[src/rtl/dfc_mac_pkg.sv]
`timescale 1ns/1ps
package dfc_mac_pkg;

  // Controller phases of one dot-product stream
  typedef enum logic [1:0] {
    ST_IDLE  = 2'd0,
    ST_RUN   = 2'd1,
    ST_DRAIN = 2'd2
  } dfc_state_e;

endpackage

[src/rtl/dfc_pp_rows.sv]
`timescale 1ns/1ps
// Signed partial-product rows using sign-bit complementing and a constant
// correction row, so every row is a plain non-negative bit vector.
module dfc_pp_rows #(
  parameter int IN_W  = 16,
  parameter int ACC_W = 43
) (
  input  logic                             en_i,
  input  logic [IN_W-1:0]                  a_i,
  input  logic [IN_W-1:0]                  b_i,
  output logic [IN_W:0][ACC_W-1:0]         rows_o
);

  localparam logic [ACC_W-1:0] ONE_W = {{(ACC_W-1){1'b0}}, 1'b1};
  // 2^IN_W - 2^(2*IN_W-1), taken modulo 2^ACC_W
  localparam logic [ACC_W-1:0] CORR  = (ONE_W << IN_W) - (ONE_W << (2*IN_W-1));

  for (genvar gi = 0; gi < IN_W; gi++) begin : g_row
    logic [IN_W-1:0] bits;
    for (genvar gj = 0; gj < IN_W; gj++) begin : g_col
      if ((gi == IN_W-1) != (gj == IN_W-1)) begin : g_inv
        assign bits[gj] = en_i & ~(a_i[gi] & b_i[gj]);
      end else begin : g_pos
        assign bits[gj] = en_i & a_i[gi] & b_i[gj];
      end
    end
    assign rows_o[gi] = ACC_W'(bits) << gi;
  end

  assign rows_o[IN_W] = en_i ? CORR : '0;

endmodule

[src/rtl/dfc_csa_tree.sv]
`timescale 1ns/1ps
// Carry-save compression of ROWS operands into one sum and one carry vector,
// built from full adders per column, one 3:2 level per extra row.
module dfc_csa_tree #(
  parameter int ACC_W = 43,
  parameter int ROWS  = 18
) (
  input  logic [ROWS-1:0][ACC_W-1:0] rows_i,
  output logic [ACC_W-1:0]           sum_o,
  output logic [ACC_W-1:0]           cry_o
);

  localparam int LEVELS = ROWS - 1;

  logic [LEVELS-1:0][ACC_W-1:0] ps;
  logic [LEVELS-1:0][ACC_W-1:0] pc;

  assign ps[0] = rows_i[0];
  assign pc[0] = rows_i[1];

  for (genvar k = 1; k < LEVELS; k++) begin : g_lvl
    logic [ACC_W-1:0] maj;
    assign ps[k]  = ps[k-1] ^ pc[k-1] ^ rows_i[k+1];
    assign maj    = (ps[k-1] & pc[k-1]) | (ps[k-1] & rows_i[k+1]) |
                    (pc[k-1] & rows_i[k+1]);
    assign pc[k]  = {maj[ACC_W-2:0], 1'b0};
  end

  assign sum_o = ps[LEVELS-1];
  assign cry_o = pc[LEVELS-1];

endmodule

[src/rtl/dfc_split_adder.sv]
`timescale 1ns/1ps
// Final adder cut into NSEC ripple sections. Each section takes its carry-in
// from outside (the previous cycle's registered carry-out of the section below).
module dfc_split_adder #(
  parameter int ACC_W = 43,
  parameter int NSEC  = 4
) (
  input  logic [ACC_W-1:0] a_i,
  input  logic [ACC_W-1:0] b_i,
  input  logic [NSEC-2:0]  cin_i,
  output logic [ACC_W-1:0] sum_o,
  output logic [NSEC-2:0]  cout_o
);

  localparam int SEC_W = (ACC_W + NSEC - 1) / NSEC;
  localparam int TOP_W = ACC_W - (NSEC - 1) * SEC_W;

  for (genvar k = 0; k < NSEC; k++) begin : g_sec
    localparam int LO = k * SEC_W;
    logic ci;
    if (k == 0) begin : g_c0
      assign ci = 1'b0;
    end else begin : g_cn
      assign ci = cin_i[k-1];
    end
    if (k == NSEC-1) begin : g_top
      assign sum_o[LO +: TOP_W] = a_i[LO +: TOP_W] + b_i[LO +: TOP_W] +
                                  {{(TOP_W-1){1'b0}}, ci};
    end else begin : g_mid
      logic [SEC_W:0] t;
      assign t = {1'b0, a_i[LO +: SEC_W]} + {1'b0, b_i[LO +: SEC_W]} +
                 {{SEC_W{1'b0}}, ci};
      assign sum_o[LO +: SEC_W] = t[SEC_W-1:0];
      assign cout_o[k]          = t[SEC_W];
    end
  end

endmodule

[src/rtl/dfc_mac.sv]
`timescale 1ns/1ps
module dfc_mac
  import dfc_mac_pkg::*;
#(
  parameter  int IN_W    = 16,
  parameter  int GUARD_W = 11,
  parameter  int NSEC    = 4,
  localparam int ACC_W   = 2 * IN_W + GUARD_W
) (
  input  logic             clk_i,
  input  logic             rst_i,
  input  logic             in_valid_i,
  input  logic             in_start_i,
  input  logic             in_last_i,
  input  logic [IN_W-1:0]  feature_i,
  input  logic [IN_W-1:0]  weight_i,
  output logic [ACC_W-1:0] result_o,
  output logic             done_o
);

  localparam int ROWS  = IN_W + 2;
  localparam int CNT_W = $clog2(NSEC + 1);

  dfc_state_e       state_q;
  logic [CNT_W-1:0] cnt_q;
  logic [ACC_W-1:0] s_q, c_q;
  logic [NSEC-2:0]  cy_q;

  logic accept, clear;
  logic [IN_W:0][ACC_W-1:0] pp_rows;
  logic [ROWS-1:0][ACC_W-1:0] all_rows;
  logic [ACC_W-1:0] fb, tree_s, tree_c, add_sum;
  logic [NSEC-2:0]  add_cout;

  assign accept = in_valid_i && (state_q != ST_DRAIN) &&
                  (in_start_i || (state_q == ST_RUN));
  assign clear  = accept && in_start_i;

  dfc_pp_rows #(.IN_W(IN_W), .ACC_W(ACC_W)) u_pp (
    .en_i  (accept),
    .a_i   (feature_i),
    .b_i   (weight_i),
    .rows_o(pp_rows)
  );

  // Running total enters the compression as row 0
  assign fb       = clear ? '0 : add_sum;
  assign all_rows = {pp_rows, fb};

  dfc_csa_tree #(.ACC_W(ACC_W), .ROWS(ROWS)) u_tree (
    .rows_i(all_rows),
    .sum_o (tree_s),
    .cry_o (tree_c)
  );

  dfc_split_adder #(.ACC_W(ACC_W), .NSEC(NSEC)) u_add (
    .a_i   (s_q),
    .b_i   (c_q),
    .cin_i (cy_q),
    .sum_o (add_sum),
    .cout_o(add_cout)
  );

  // Datapath registers: tree output plus deferred section carries
  always_ff @(posedge clk_i) begin
    if (rst_i) begin
      s_q  <= '0;
      c_q  <= '0;
      cy_q <= '0;
    end else begin
      s_q  <= tree_s;
      c_q  <= tree_c;
      cy_q <= clear ? '0 : add_cout;
    end
  end

  // Stream control and registered outputs
  always_ff @(posedge clk_i) begin
    if (rst_i) begin
      state_q  <= ST_IDLE;
      cnt_q    <= '0;
      result_o <= '0;
      done_o   <= 1'b0;
    end else begin
      done_o <= 1'b0;
      unique case (state_q)
        ST_IDLE, ST_RUN: begin
          if (accept) begin
            if (in_last_i) begin
              state_q <= ST_DRAIN;
              cnt_q   <= '0;
            end else begin
              state_q <= ST_RUN;
            end
          end
        end
        ST_DRAIN: begin
          if (cnt_q == CNT_W'(NSEC)) begin
            result_o <= add_sum;
            done_o   <= 1'b1;
            state_q  <= ST_IDLE;
          end else begin
            cnt_q <= cnt_q + 1'b1;
          end
        end
        default: state_q <= ST_IDLE;
      endcase
    end
  end

endmodule

[config.mk]
export PLATFORM = sky130hd
export DESIGN_NAME = dfc_mac
export DESIGN_NICKNAME = d
export VERILOG_FILES = /design/src/rtl/dfc_mac_pkg.sv /design/src/rtl/dfc_pp_rows.sv /design/src/rtl/dfc_csa_tree.sv /design/src/rtl/dfc_split_adder.sv /design/src/rtl/dfc_mac.sv
export SDC_FILE = /design/constraint.sdc
export NUM_CORES = 1
export LEC_CHECK = 0
export ABC_AREA = 1
export BUFFER_PORTS_ARGS = -buffer_cell sky130_fd_sc_hd__buf_2
export CAP_MARGIN = 0
export CORE_MARGIN = 1
export CORE_UTILIZATION = 35
export CTS_BUF_LIST = sky130_fd_sc_hd__clkbuf_16
export DETAILED_ROUTE_END_ITERATION = 10
export GPL_ROUTABILITY_DRIVEN = 0
export PLACE_DENSITY = 0.51
export SETUP_SLACK_MARGIN = 0.15
export SLEW_MARGIN = 20
export SYNTH_ARGS = -nofsm -noshare
export SYNTH_HDL_FRONTEND = slang
export SYNTH_SLANG_ARGS = --single-unit
[constraint.sdc]
create_clock -name clk_i -period 22.2 [get_ports clk_i]
set_input_delay 4.44 -clock clk_i [delete_from_list [all_inputs] [get_ports clk_i]]
set_output_delay 4.44 -clock clk_i [all_outputs]
set_load 0.1 [all_outputs]
# Word-level counts from Yosys, hierarchy flattened
# Cells that the tools add are included.
dict set report totals {
  register_bits 138
  latch_bits 0
  mem_bits_rw 0
  romBits 0
  inputBits 37
  n_memories 0
}
dict set report classes {
  n_addsub 8
  multipliers 0
  div_mod_pow 0
  n_lt_le_gt_ge 0
  eq_ne 8
  shifts 0
  muxes 11
  n_bitwise 445
  reduce_logical 12
}
# operator count
set op_table {}
lappend op_table {{42-bit OR} 31}
lappend op_table {{42-bit AND} 17}
lappend op_table {{43-bit XOR} 16}
lappend op_table {{1-bit AND} 302}
lappend op_table {{43-bit two-way mux} 2}
lappend op_table {{42-bit by 18-bit AND with 42-bit output} 2}
lappend op_table {{42-bit by 19-bit AND with 42-bit output} 2}
lappend op_table {{42-bit by 20-bit AND with 42-bit output} 2}
lappend op_table {{42-bit by 21-bit AND with 42-bit output} 2}
lappend op_table {{42-bit by 22-bit AND with 42-bit output} 2}
lappend op_table {{42-bit by 23-bit AND with 42-bit output} 2}
lappend op_table {{42-bit by 24-bit AND with 42-bit output} 2}
lappend op_table {{42-bit by 25-bit AND with 42-bit output} 2}
lappend op_table {{42-bit by 26-bit AND with 42-bit output} 2}
lappend op_table {{42-bit by 27-bit AND with 42-bit output} 2}
lappend op_table {{42-bit by 28-bit AND with 42-bit output} 2}
lappend op_table {{42-bit by 29-bit AND with 42-bit output} 2}
lappend op_table {{42-bit by 30-bit AND with 42-bit output} 2}
lappend op_table {{42-bit by 31-bit AND with 42-bit output} 2}
lappend op_table {{43-bit by 16-bit XOR with 43-bit output} 1}
lappend op_table {{43-bit by 17-bit XOR with 43-bit output} 1}
lappend op_table {{43-bit by 18-bit XOR with 43-bit output} 1}
lappend op_table {{43-bit by 19-bit XOR with 43-bit output} 1}
lappend op_table {{43-bit by 20-bit XOR with 43-bit output} 1}
lappend op_table {{other kinds (37)} 83}

# Logic depth before layout (Yosys ltp)
# Gate-level depths: netlist of the first run.
dict set report depth {
  ltp_word 53
  ltp_mapped 33
  ltp_nobuf 32
}

# Modules after synthesis
# From an unflattened synthesis of the first run, not the netlist that was laid out.
dict set report hier_totals {
  hier_cells 2665
  hier_area_um2 26021.2
}
# module n_inst cells_each area_each_um2 seq_area_each_um2
set modules_own_cells {}
lappend modules_own_cells {dfc_csa_tree 1 828 14034.7 0.0}
lappend modules_own_cells {dfc_pp_rows 1 803 5058.6 0.0}
lappend modules_own_cells {dfc_mac 1 603 4654.5 2762.6}
lappend modules_own_cells {dfc_split_adder 1 431 2273.4 0.0}

# Least setup slack after synthesis of the first run
# OpenSTA, ideal clock, no wires.
dict set report synth_path {
  path_kind {input port to flip-flop}
  from {input in_start_i}
  to {register s_q[16]}
  setup_ns 0.119
  arrival_time_ns 12.655
  slack_ns 9.426
  path_stages 29
  path_buffers 1
  path_cell_list {inv_1 nand2_1 nand2_2 nor2_8 nand2_1 inv_1 buf_2 nand2_1 fa_1 inv_1 fa_1 fa_1 fa_1 inv_1 fa_1 fa_1 fa_1 fa_1 fa_1 fa_1 fa_1 fa_1 fa_1 fa_1 fa_1 inv_1 ha_1 o21ai_0 a21oi_1}
}
dict set report synth_via {
  elab_chain_len 51
}
# element line
set synth_rtl {}
lappend synth_rtl {{from (decl)} dfc_mac.sv:13} ;# input logic in_start_i,
lappend synth_rtl {{1-bit logical OR} dfc_mac.sv:36} ;# (in_start_i || (state_q == ST_RUN));
lappend synth_rtl {{1-bit logical AND} dfc_mac.sv:35} ;# assign accept = in_valid_i && (state_q != ST_DRAIN) &&
lappend synth_rtl {{1-bit AND / 1-bit logical AND (equally long branches)} {dfc_pp_rows.sv:24, dfc_mac.sv:37}}
lappend synth_rtl {{1-bit AND / 43-bit two-way mux (equally long branches)} {dfc_pp_rows.sv:24, dfc_mac.sv:47}}
lappend synth_rtl {{42-bit by 16-bit AND with 42-bit output / 42-bit by 17-bit AND with 42-bit output (equally long branches)} dfc_csa_tree.sv:24} ;# assign maj = (ps[k-1] & pc[k-1]) | (ps[k-1] & rows_i[k+1]) |
lappend synth_rtl {{42-bit OR} dfc_csa_tree.sv:24}
lappend synth_rtl {{42-bit by 17-bit OR with 42-bit output} dfc_csa_tree.sv:24}
lappend synth_rtl {{42-bit AND} dfc_csa_tree.sv:24}
lappend synth_rtl {{[32 not listed]} --}
lappend synth_rtl {{42-bit AND} dfc_csa_tree.sv:24}
lappend synth_rtl {{42-bit OR (2 in series)} dfc_csa_tree.sv:24}
lappend synth_rtl {{42-bit AND} dfc_csa_tree.sv:24}
lappend synth_rtl {{42-bit OR (2 in series)} dfc_csa_tree.sv:24}
lappend synth_rtl {{42-bit AND} dfc_csa_tree.sv:24}
lappend synth_rtl {{42-bit OR (2 in series)} dfc_csa_tree.sv:24}
lappend synth_rtl {{43-bit XOR} dfc_csa_tree.sv:23} ;# assign ps[k] = ps[k-1] ^ pc[k-1] ^ rows_i[k+1];
lappend synth_rtl {{43-bit XOR (*)} dfc_csa_tree.sv:23}
lappend synth_rtl {{to (signal assigned)} dfc_mac.sv:71} ;# s_q <= tree_s;
lappend synth_rtl {{to (decl)} dfc_mac.sv:26} ;# logic [ACC_W-1:0] s_q, c_q;
# Every way passes the cells marked *; elsewhere a longest branch is shown, timed or not.
# A chain may end at the register's enable or synchronous reset.

# Worst setup path in the final report of the first run
# Same ends and word-level chain as after synthesis.

==> results of run 1 <==
==> report_power, final <==
part	total (mW)	leakage, nW	switching (mW)	internal (mW)
sequential	0.267	0.986	0.0148	0.253
clock	0.290	0.295	0.111	0.179
combinational	1.08	5.24	0.617	0.467
total	1.64	6.52	0.743	0.898
==> tightest hold or removal path, cell delays in order, from the launching register on <==
cell	delay [ps]
sky130_fd_sc_hd__dfxtp_1	310
sky130_fd_sc_hd__nand3_1	70
sky130_fd_sc_hd__nand2_1	50
==> per-stage QoR <==
stage | util | instances | hold slack, ps | instance area (um2)
floorplan | - | 1431 | 455 | 12300
global placement | 0.378 | 1913 | 460 | 13100
detailed placement | 0.378 | 1913 | 466 | 13100
CTS | 0.395 | 1945 | 475 | 13700
global route | 0.395 | 1945 | 494 | 13700
finish | 0.395 | 1945 | 473 | 13700
==> flip-flops by register name, indices dropped and copies added, names as in the netlist <==
name,flops
cnt_q,3
cy_q,2
state_q,2
result_o,43
s_q,43
done_o,1
c_q,27
==> worst max path at each step <==
| stage | start | endpoint | slack, ps | cells after the start |
|---|---|---|---|---|
| after floorplan | in_start_i | s_q[16] | 9430 | 29 |
| final | in_start_i | s_q[16] | 8620 | 30 |
| after detailed placement | in_start_i | s_q[16] | 8180 | 30 |
| after CTS | in_start_i | s_q[16] | 8610 | 30 |
| after global placement | in_start_i | s_q[15] | 8310 | 32 |
| after global routing | in_start_i | s_q[16] | 8150 | 30 |
==> final cells by class <==
class                   count  area (um2)  area share
clock buffers              17         425      0.0311
clock inverters            15         189      0.0138
inverters                 270        1020      0.0742
multi-input cells         982        8630       0.631
flip-flops and latches    121        2420       0.177
well taps                 455         569      0.0416
repair buffers             85         438      0.0320
==> cell families (layout without fill, tap and decap cells) <==
kind of cell             Yosys count  count (layout)  share of synthesized area
AO/OA/AOI/OAI                    127             127                     0.0540
XOR/XNOR                          15              15                     0.0106
adder cells (fa/ha/maj)          303             303                      0.455
buffers and inverters            328             387                      0.105
flip-flops                       121             121                      0.196
AND/OR/NAND/NOR                  537             537                      0.179
==> placed cells by master (no fill, tap or decap), types with 4 or more instances in the layout <==
cell                        instances
sky130_fd_sc_hd__clkinv_4           4
sky130_fd_sc_hd__xnor2_1            5
sky130_fd_sc_hd__xor2_1            10
sky130_fd_sc_hd__nor3_1             5
sky130_fd_sc_hd__ha_1              59
sky130_fd_sc_hd__nor2_2             4
sky130_fd_sc_hd__inv_1            259
sky130_fd_sc_hd__dfxtp_1          121
sky130_fd_sc_hd__buf_4              5
sky130_fd_sc_hd__nor2_1           226
sky130_fd_sc_hd__o21ai_0           68
sky130_fd_sc_hd__inv_2              7
sky130_fd_sc_hd__nand3_1           27
sky130_fd_sc_hd__clkbuf_16         17
sky130_fd_sc_hd__a21oi_1           43
sky130_fd_sc_hd__nor2_4             9
sky130_fd_sc_hd__buf_2             80
sky130_fd_sc_hd__fa_1             244
sky130_fd_sc_hd__nand2_1          252
sky130_fd_sc_hd__inv_6              5
==> per-layer routing <==
layer,part of all wire,track usage,vias up
li1,-,-,4323
met1,0.46,0.260,4647
met2,0.50,0.326,151
met3,0.032,0.0251,25
met4,0.013,0.0350,0
met5,0,0,-
==> impl_results.rst, run 1 <==
.. list-table::
   :header-rows: 1

   * - Metric
     - Value
   * - Run status
     - finished, final reports clean
   * - Actual transition at the worst max-transition pin
     - 832 ps
   * - Worst Path Class, Setup
     - primary input to flip-flop
   * - Critical path's largest stage delay
     - 540 ps
   * - Startpoint of the lowest-slack hold path
     - result_o[41]
   * - Slack of the worst reg-to-reg path
     - 12330 ps
   * - Relative slew slack
     - 0.445
   * - Number of antenna violations at the first check in global routing
     - 0
   * - Share of final-layout standard cells stronger than drive strength 1
     - 0.0973
   * - Setup WS post-layout
     - 8620 ps
   * - Number of placed I/O pins
     - 81
   * - Power density relative to cell area
     - 120 nW/um2
   * - GRT Total Usage
     - 0.191
   * - Net count reported at finish
     - 1817
   * - Synthesized net count
     - 1771
   * - Buffer type at the clock tree root
     - sky130_fd_sc_hd__clkbuf_16
   * - Number of buffers added to fix hold violations after cts
     - 0
   * - DRC marker count from the first detailed-route iteration
     - 432
   * - FF-to-FF Start
     - state_q[1]
   * - Count of endpoints failing setup in the final report
     - 0
   * - Top cell types by occurrence after synthesis
     - sky130_fd_sc_hd__inv_1 (259), sky130_fd_sc_hd__nand2_1 (252), sky130_fd_sc_hd__fa_1 (244)
   * - Post-route minimum period
     - 13580 ps
   * - Number of cells on the worst reg-to-reg path
     - 30
   * - Grt ovf
     - 0
   * - TritonCTS clock tree
     - built
   * - Cell row count
     - 68
   * - Setup bufs post-CTS
     - 0
   * - Most common cell in the synthesized netlist
     - sky130_fd_sc_hd__inv_1
   * - Peak supply drop
     - 0.0567 mV
   * - Port bufs
     - 80
   * - Setup slack at placement
     - 8180 ps
   * - Distinct cells, synth
     - 38
   * - Cell types with the largest area share after synthesis
     - sky130_fd_sc_hd__fa_1 (40%), sky130_fd_sc_hd__dfxtp_1 (20%), sky130_fd_sc_hd__inv_1 (7.9%), sky130_fd_sc_hd__nand2_1 (7.7%), sky130_fd_sc_hd__nor2_1 (6.9%)
   * - RSZ-0062 raised after global routing
     - no
   * - Sinks on Clock Net
     - 121
   * - Most area-hungry cell type in the Yosys netlist
     - sky130_fd_sc_hd__fa_1
   * - Post-synthesis average cell area
     - 8.63 um2
   * - Highest achievable clock rate
     - 73.6 MHz
   * - Final clock skew
     - 8.32 ps
   * - Effective utilization at floorplan
     - 0.357
   * - Die Y-Extent
     - 190 um
   * - Share of synthesized registers carrying an async set or reset
     - 0
   * - Number of vias in the routed layout
     - 9146
   * - Largest net degree at the start of global routing
     - 74
   * - Most common flop cell mapped by yosys
     - sky130_fd_sc_hd__dfxtp_1
   * - Count of final max-slew check failures
     - 0
   * - Critical-path maximum fanout
     - 44
   * - Post-synthesis sequential area ratio
     - 0.196
   * - RR Endpoint
     - s_q[16]
   * - N_diodes
     - 0
   * - Number of fill cells in the layout
     - 3574
   * - Wire length of the first global-routing pass
     - 52.9 mm
   * - Crit path buffers/inverters
     - 7
   * - Clock transition time at the flip-flop clock pins of the worst setup and hold paths
     - 60 ps
   * - Via count of the first global-routing pass
     - 9967
   * - Netlist area before placement
     - 12300 um2
   * - Die area
     - 36000 um2
   * - Number of search-and-repair iterations in the first detailed-routing pass
     - 5
   * - Average wire per standard cell
     - 16.1 um
   * - Number of flops mapped to enable cells by yosys
     - 0
   * - Total negative slack for setup checks
     - 0 ps
   * - Horizontal die dimension
     - 190 um
   * - Hold-critical path depth
     - 2
   * - CP required
     - 22490 ps
   * - Worst min path class
     - flip-flop to flip-flop
   * - Latest clock arrival within the worst-skew pair
     - 420 ps
   * - Nature of the critical path startpoint
     - primary input
   * - Synthesis Warnings
     - 0
   * - Max-cap violations
     - 0
   * - Crit path capture type
     - flip-flop
   * - Post-synth top area share
     - 0.396
   * - Final Cycle Share
     - 0.612
   * - Post-Syn Instances
     - 1431
   * - Crit path max-delay cell type
     - sky130_fd_sc_hd__fa_1
   * - Detailed-route wire length
     - 31.3 mm
   * - Final hold violation count
     - 0
   * - Area of the core region
     - 34600 um2
   * - TritonCTS buffer count
     - 17
   * - Leakage dissipation
     - 6.52 nW
   * - Final total power
     - 1.64 mW
   * - DRC viols
     - 0
   * - CP arrival
     - 13880 ps
   * - Post-synthesis to final-layout area growth
     - 10.9%
   * - #FFs+latches synth
     - 121
   * - Hold worst-path end
     - result_o[41]
   * - Deepest clock path buffer count
     - 2
   * - Number of levels in the clock H-tree
     - 4
   * - Residual antenna-violating net count after detailed routing
     - 0
   * - Total half-perimeter wirelength after legalization and detailed placement
     - 25.3 mm
   * - Cell type with the highest occurrence count on the critical path
     - sky130_fd_sc_hd__fa_1
   * - Cells resized by post-CTS repair
     - 0
   * - Vias per std cell
     - 4.70
   * - Kind of cell adding the most delay to the critical path
     - adder cells
Power figures use the tool's default switching activity.
==> run 2, diff against run 1 <==
--- a/config.mk
+++ b/config.mk
@@ -5,7 +5,7 @@
 export SDC_FILE = /design/constraint.sdc
 export NUM_CORES = 1
 export LEC_CHECK = 0
-export ABC_AREA = 1
+export ABC_AREA = 0
 export BUFFER_PORTS_ARGS = -buffer_cell sky130_fd_sc_hd__buf_2
 export CAP_MARGIN = 0
 export CORE_MARGIN = 1
==> constraint.sdc (replaced) <==
create_clock -name clk_i -period 12.97 [get_ports clk_i]
set_input_delay 2.594 -clock clk_i [delete_from_list [all_inputs] [get_ports clk_i]]
set_output_delay 2.594 -clock clk_i [all_outputs]
set_load 0.1 [all_outputs]
==> run 2 against run 1 <==
Compared with the run above:
- clock-buffer cell count unchanged
- power increased by 70%
- non-clock buffer count rose by 1
- sequential share of layout area grew 0.14 points
- via count fell by 5.2%
- clock skew decreased by 1.1 ps
==> impl_results.rst, run 2 <==
.. list-table::
   :header-rows: 1

   * - Metric
     - Value
   * - Worst Path Class, Setup
     - primary input to flip-flop
   * - Number of buffers added to fix hold violations after cts
     - 0
   * - Cell types with the largest area share after synthesis
     - sky130_fd_sc_hd__fa_1 (40%), sky130_fd_sc_hd__dfxtp_1 (20%), sky130_fd_sc_hd__nand2_1 (8.1%), sky130_fd_sc_hd__ha_1 (6.0%), sky130_fd_sc_hd__inv_1 (4.2%)
   * - Commonest cells after routing, fill and taps aside
     - sky130_fd_sc_hd__nand2_1 (265), sky130_fd_sc_hd__fa_1 (244), sky130_fd_sc_hd__inv_1 (138)
   * - Die area
     - 35900 um2
   * - Grt ovf
     - 0
   * - Post-synthesis mux area share
     - 0.00488
   * - Vias per std cell
     - 4.84
   * - TritonCTS clock tree
     - built
   * - Most common cell in the synthesized netlist
     - sky130_fd_sc_hd__nand2_1
   * - Distinct cells, synth
     - 51
   * - Final clock skew
     - 7.18 ps
   * - Final hold violation count
     - 0
   * - Cell row count
     - 68
   * - Post-route minimum period
     - 11300 ps
   * - Synthesis Warnings
     - 0
   * - Synthesized net count
     - 1637
   * - Post-synth top area share
     - 0.397
   * - Utilization of the core after routing
     - 0.393
   * - Setup WS post-layout
     - 1670 ps
   * - Share of the synthesized netlist area taken by xor and xnor gates
     - 0.0149
   * - CP required
     - 13250 ps
   * - Post-synthesis average cell area
     - 9.50 um2
   * - Die Y-Extent
     - 190 um
   * - Netlist area before placement
     - 12300 um2
   * - Clock transition time at the flip-flop clock pins of the worst setup and hold paths
     - 60 ps
   * - Highest achievable clock rate
     - 88.5 MHz
   * - Wire length of the first global-routing pass
     - 52.1 mm
   * - Most area-hungry cell type in the Yosys netlist
     - sky130_fd_sc_hd__fa_1
   * - Top cell types by occurrence after synthesis
     - sky130_fd_sc_hd__nand2_1 (265), sky130_fd_sc_hd__fa_1 (244), sky130_fd_sc_hd__inv_1 (137)
   * - Run status
     - finished, final reports clean
   * - Main combinational cell family by area after synthesis
     - adder cells
   * - Post-synthesis share of cell area spent on and, or, nand and nor gates
     - 0.198
   * - Setup bufs post-CTS
     - 0
   * - Number of vias in the routed layout
     - 8673
   * - Post-synthesis to final-layout area growth
     - 10.3%
   * - Detailed-route wire length
     - 30.9 mm
   * - RSZ-0062 raised after global routing
     - no
   * - Residual antenna-violating net count after detailed routing
     - 0
   * - Number of levels in the clock H-tree
     - 4
   * - Number of flops mapped to enable cells by yosys
     - 0
   * - Actual transition at the worst max-transition pin
     - 829 ps
   * - Post-Syn Instances
     - 1297
   * - Hold-critical path depth
     - 2
   * - Worst min path class
     - flip-flop to flip-flop
   * - Number of fill cells in the layout
     - 3619
   * - CP arrival
     - 11580 ps
   * - Post-synthesis sequential area ratio
     - 0.197
   * - Share of synthesized registers carrying an async set or reset
     - 0
   * - Leakage dissipation
     - 5.86 nW
   * - Crit path capture type
     - flip-flop
   * - Number of search-and-repair iterations in the first detailed-routing pass
     - 5
   * - Total negative slack for setup checks
     - 0 ps
   * - Count of endpoints failing setup in the final report
     - 0
   * - Latest clock arrival within the worst-skew pair
     - 420 ps
   * - Effective utilization at floorplan
     - 0.357
   * - Final Cycle Share
     - 0.871
   * - Peak supply drop
     - 0.106 mV
   * - Relative slew slack
     - 0.446
   * - Area of the core region
     - 34500 um2
   * - Most common flop cell mapped by yosys
     - sky130_fd_sc_hd__dfxtp_1
   * - Max-cap violations
     - 0
   * - Critical-path maximum fanout
     - 16
   * - Average wire per standard cell
     - 17.2 um
   * - Count of final max-slew check failures
     - 0
   * - Net count reported at finish
     - 1663
   * - Number of cells on the worst reg-to-reg path
     - 23
   * - Power density relative to cell area
     - 205 nW/um2
   * - DRC marker count from the first detailed-route iteration
     - 330
   * - Slack of the worst reg-to-reg path
     - 3570 ps
   * - Sinks on Clock Net
     - 121
   * - Cells resized by post-CTS repair
     - 0
   * - Adder and majority cell fraction of the synthesized area
     - 0.457
   * - Port bufs
     - 80
   * - Commonest non-fill, non-tap cell in the layout
     - sky130_fd_sc_hd__nand2_1
   * - TritonCTS buffer count
     - 17
   * - Nature of the critical path startpoint
     - primary input
   * - Horizontal die dimension
     - 190 um
   * - Number of placed I/O pins
     - 81
   * - DRC viols
     - 0
   * - GRT Total Usage
     - 0.189
   * - Number of antenna violations at the first check in global routing
     - 2
   * - Via count of the first global-routing pass
     - 9515
   * - Total half-perimeter wirelength after legalization and detailed placement
     - 24.5 mm
   * - Largest net degree at the start of global routing
     - 76
   * - Buffer type at the clock tree root
     - sky130_fd_sc_hd__clkbuf_16
   * - Deepest clock path buffer count
     - 2
   * - Share of final-layout standard cells stronger than drive strength 1
     - 0.0929
   * - #FFs+latches synth
     - 121
   * - Synth Area in Compound Gates
     - 0.0597
   * - Registers with the highest flip-flop counts
     - result_o (43), s_q (43), c_q (27)
   * - Setup slack at placement
     - 1220 ps
-- run 2: cell count changes after synthesis, moves of 15 or more --
cell                       change
sky130_fd_sc_hd__nor2_1      -185
sky130_fd_sc_hd__inv_1       -122
sky130_fd_sc_hd__and2_1       +65
sky130_fd_sc_hd__o21ai_0      -59
sky130_fd_sc_hd__nor2b_1      +51
sky130_fd_sc_hd__and3_1       +38
sky130_fd_sc_hd__clkbuf_1     +33
sky130_fd_sc_hd__a21oi_1      +15
-- run 2: worst paths after layout --
| kind | from | end |
|---|---|---|
| hold / removal | result_o[9] | result_o[9] |
| setup reg to reg | state_q[0] | s_q[16] |
| setup / recovery | in_start_i | s_q[16] |
| hold reg to reg | result_o[9] | result_o[9] |
-- run 2: layer usage --
layer	routed length, um	track usage	vias to the layer above
met2	15400	0.318	140
met5	0	0	-
li1	-	-	4065
met4	312	0.0366	0
met3	938	0.0236	28
met1	14300	0.260	4440
-- run 2: cells by family after synthesis --
logic type      after synthesis
buf+inv                     217
flops                       121
simple gates                513
mux                           6
compound gates              115
fa+ha+maj                   304
xor+xnor                     21
-- run 2: metrics by stage --
step                total power, mW  std cells  hold slack, ps  instance area [um2]
finish                         2.78       1792             450                13600
global route                   3.15       1792             467                13600
CTS                            2.86       1790             454                13600
detailed placement             2.40       1759             446                13000
global placement               2.38       1758             442                13000
floorplan                      1.83       1297             427                12300
-- run 2: worst max-delay path, cell delays in order --
cell,delay (ps)
sky130_fd_sc_hd__buf_2,140
sky130_fd_sc_hd__maj3_2,370
sky130_fd_sc_hd__and3_1,550
sky130_fd_sc_hd__nand2_1,160
sky130_fd_sc_hd__fa_1,560
sky130_fd_sc_hd__inv_1,50
sky130_fd_sc_hd__fa_1,490
sky130_fd_sc_hd__fa_1,430
sky130_fd_sc_hd__fa_1,510
sky130_fd_sc_hd__fa_1,420
sky130_fd_sc_hd__fa_1,380
sky130_fd_sc_hd__inv_1,80
sky130_fd_sc_hd__fa_1,430
sky130_fd_sc_hd__fa_1,520
sky130_fd_sc_hd__fa_1,440
sky130_fd_sc_hd__fa_1,510
sky130_fd_sc_hd__fa_1,430
sky130_fd_sc_hd__fa_1,410
sky130_fd_sc_hd__fa_1,570
sky130_fd_sc_hd__fa_1,450
sky130_fd_sc_hd__fa_1,540
sky130_fd_sc_hd__inv_1,50
sky130_fd_sc_hd__ha_1,280
sky130_fd_sc_hd__xnor2_1,150
sky130_fd_sc_hd__nor2_1,50
-- run 2: report_power, final --
part           internal, mW  leakage (nW)  total [mW]  switching, mW
Combinational         0.867          4.62        1.89           1.02
Clock                 0.259         0.253       0.434          0.176
Sequential            0.435         0.986       0.462         0.0274
-- run 2: final cells by class --
type | instances | area, um2 | share of cell area
Antenna cell | 2 | 5.00 | 0.000368
Inverter | 138 | 518 | 0.0381
Tap cell | 455 | 569 | 0.0419
Timing Repair Buffer | 86 | 468 | 0.0344
Sequential cell | 121 | 2420 | 0.178
Multi-Input combinational cell | 959 | 9060 | 0.667
Clock inverter | 14 | 111 | 0.00820
Clock buffer | 17 | 425 | 0.0313
==> run 3, diff against run 2 <==
--- a/config.mk
+++ b/config.mk
@@ -10,7 +10,8 @@
 export CAP_MARGIN = 0
 export CORE_MARGIN = 1
 export CORE_UTILIZATION = 35
-export CTS_BUF_LIST = sky130_fd_sc_hd__clkbuf_16
+export CTS_BUF_LIST = sky130_fd_sc_hd__clkbuf_8
+export CTS_CLUSTER_SIZE = 10
 export DETAILED_ROUTE_END_ITERATION = 10
 export GPL_ROUTABILITY_DRIVEN = 0
 export PLACE_DENSITY = 0.51
==> run 3 against run 2 <==
Compared with the run above:
- power down 4.3%
- first-iteration DRC count up 22%
- wire length down 0.12%
- sequential cell count unchanged
- combinational power about the same
- via count down 0.14%
- sequential power about the same
- register-to-register slack about the same
- clock skew up 5.2 ps
- clock-buffer cell count up 2
- critical path depth unchanged
- clock power down 27%
- largest power group unchanged
==> impl_results.rst, run 3 (same netlist as run 2, synthesis figures left out) <==
.. list-table::
   :header-rows: 1

   * - Metric
     - Value
   * - Effective utilization at floorplan
     - 0.357
   * - Max-cap violations
     - 0
   * - Number of buffers added to fix hold violations after cts
     - 0
   * - Commonest cells after routing, fill and taps aside
     - sky130_fd_sc_hd__nand2_1 (265), sky130_fd_sc_hd__fa_1 (244), sky130_fd_sc_hd__inv_1 (138)
   * - Total negative slack for setup checks
     - 0 ps
   * - Die Y-Extent
     - 190 um
   * - Crit path capture type
     - flip-flop
   * - Number of levels in the clock H-tree
     - 4
   * - Sinks on Clock Net
     - 121
   * - Run status
     - finished, final reports clean
   * - Total half-perimeter wirelength after legalization and detailed placement
     - 24.5 mm
   * - CP arrival
     - 11580 ps
   * - Fraction of power consumed by the clock network
     - 0.119
   * - Average wire per standard cell
     - 17.2 um
   * - Cells resized by post-CTS repair
     - 0
   * - Switching Fraction
     - 0.452
   * - TritonCTS buffer count
     - 17
   * - Largest net degree at the start of global routing
     - 76
   * - Switching pwr
     - 1.20 mW
   * - Commonest non-fill, non-tap cell in the layout
     - sky130_fd_sc_hd__nand2_1
   * - Power density relative to cell area
     - 199 nW/um2
   * - Final Cycle Share
     - 0.869
   * - Post-synthesis to final-layout area growth
     - 8.90%
   * - Area of the core region
     - 34500 um2
   * - Die area
     - 35900 um2
   * - Via count of the first global-routing pass
     - 9484
   * - Wire length of the first global-routing pass
     - 52.0 mm
   * - Count of final max-slew check failures
     - 0
   * - Latest clock arrival within the worst-skew pair
     - 440 ps
   * - Residual antenna-violating net count after detailed routing
     - 0
   * - Post-route minimum period
     - 11280 ps
   * - Critical-path maximum fanout
     - 16
   * - Nature of the critical path startpoint
     - primary input
   * - CP required
     - 13280 ps
   * - Highest achievable clock rate
     - 88.7 MHz
   * - Internal power
     - 1.46 mW
   * - Relative slew slack
     - 0.445
   * - RSZ-0062 raised after global routing
     - no
   * - Proportion of power drawn by flip-flops and latches
     - 0.173
   * - Cell row count
     - 68
   * - Net count reported at finish
     - 1663
   * - Actual transition at the worst max-transition pin
     - 833 ps
   * - Leakage dissipation
     - 5.78 nW
   * - Number of vias in the routed layout
     - 8661
   * - Final hold violation count
     - 0
   * - Setup bufs post-CTS
     - 0
   * - GRT Total Usage
     - 0.188
   * - Final clock skew
     - 12.4 ps
   * - Number of search-and-repair iterations in the first detailed-routing pass
     - 5
   * - Share of final-layout standard cells stronger than drive strength 1
     - 0.0944
   * - TritonCTS clock tree
     - built
   * - Horizontal die dimension
     - 190 um
   * - Combinational fraction of design power
     - 0.707
   * - Peak supply drop
     - 0.108 mV
   * - Utilization of the core after routing
     - 0.388
   * - Registers with the highest flip-flop counts
     - result_o (43), s_q (43), c_q (27)
   * - Detailed-route wire length
     - 30.9 mm
   * - Clock transition time at the flip-flop clock pins of the worst setup and hold paths
     - 80 ps
   * - Number of placed I/O pins
     - 81
   * - Number of fill cells in the layout
     - 3632
   * - Port bufs
     - 80
   * - Count of endpoints failing setup in the final report
     - 0
   * - Number of antenna violations at the first check in global routing
     - 2
   * - Worst Path Class, Setup
     - primary input to flip-flop
   * - Buffer type at the clock tree root
     - sky130_fd_sc_hd__clkbuf_8
   * - Worst min path class
     - flip-flop to flip-flop
   * - Deepest clock path buffer count
     - 2
   * - DRC viols
     - 0
   * - Vias per std cell
     - 4.83
   * - Grt ovf
     - 0
   * - DRC marker count from the first detailed-route iteration
     - 402
run 3: cell count changes in the layout (fill, tap and decap cells not counted), sizes merged:
| cell | before | now |
|---|---|---|
| clkinv | 7 | 5 |
| clkbuf | 17 | 19 |
run 3: power groups by stage:
| stage | Clock, mW | Combinational [mW] | Sequential [mW] |
|---|---|---|---|
| after floorplan | 0 | 1.37 | 0.458 |
| after global placement | 0 | 1.91 | 0.471 |
| after detailed placement | 0 | 1.93 | 0.471 |
| after CTS | 0.327 | 1.96 | 0.462 |
| after global routing | 0.344 | 2.22 | 0.467 |
| final | 0.317 | 1.88 | 0.462 |
run 3: path summary, 6_finish.rpt:
kind              cells past startpoint         from  slack (ps)          end
setup / recovery                     25   in_start_i        1690      s_q[16]
hold / removal                        2  result_o[9]         450  result_o[9]
setup reg to reg                     23   state_q[0]        3560      s_q[16]
hold reg to reg                       2  result_o[9]         450  result_o[9]
run 3: layout make-up:
type                            instances  area, um2  area share
Inverter                              138        518      0.0386
Clock inverter                         12        104     0.00774
Tap cell                              455        569      0.0424
Clock buffer                           19        262      0.0195
Multi-Input combinational cell        959       9060       0.676
Antenna cell                            2       5.00    0.000373
Sequential cell                       121       2420       0.181
Timing Repair Buffer                   86        468      0.0349
run 3: critical path, cell delays in order:
cell	delay, ps
sky130_fd_sc_hd__buf_2	140
sky130_fd_sc_hd__maj3_2	370
sky130_fd_sc_hd__and3_1	550
sky130_fd_sc_hd__nand2_1	160
sky130_fd_sc_hd__fa_1	560
sky130_fd_sc_hd__inv_1	50
sky130_fd_sc_hd__fa_1	490
sky130_fd_sc_hd__fa_1	430
sky130_fd_sc_hd__fa_1	510
sky130_fd_sc_hd__fa_1	420
sky130_fd_sc_hd__fa_1	380
sky130_fd_sc_hd__inv_1	80
sky130_fd_sc_hd__fa_1	430
sky130_fd_sc_hd__fa_1	520
sky130_fd_sc_hd__fa_1	440
sky130_fd_sc_hd__fa_1	510
sky130_fd_sc_hd__fa_1	430
sky130_fd_sc_hd__fa_1	410
sky130_fd_sc_hd__fa_1	570
sky130_fd_sc_hd__fa_1	460
sky130_fd_sc_hd__fa_1	540
sky130_fd_sc_hd__inv_1	50
sky130_fd_sc_hd__ha_1	280
sky130_fd_sc_hd__xnor2_1	150
sky130_fd_sc_hd__nor2_1	50
run 3: layer usage:
layer | GRT usage | up-vias | wire (um)
met5 | 0 | - | 0
met4 | 0.0310 | 0 | 267
met3 | 0.0247 | 21 | 919
met2 | 0.317 | 141 | 15300
met1 | 0.260 | 4437 | 14300
li1 | - | 4062 | -
run 3: through the flow:
step / cell area [um2] / instances / worst slack [ps] / hold slack [ps] / total power [mW]
CTS: 13400 / 1790 / 1710 / 456 / 2.75
floorplan: 12300 / 1297 / 1760 / 427 / 1.83
global route: 13400 / 1792 / 1360 / 470 / 3.03
finish: 13400 / 1792 / 1690 / 452 / 2.66
global placement: 13000 / 1758 / 1350 / 442 / 2.38
detailed placement: 13000 / 1759 / 1220 / 446 / 2.40
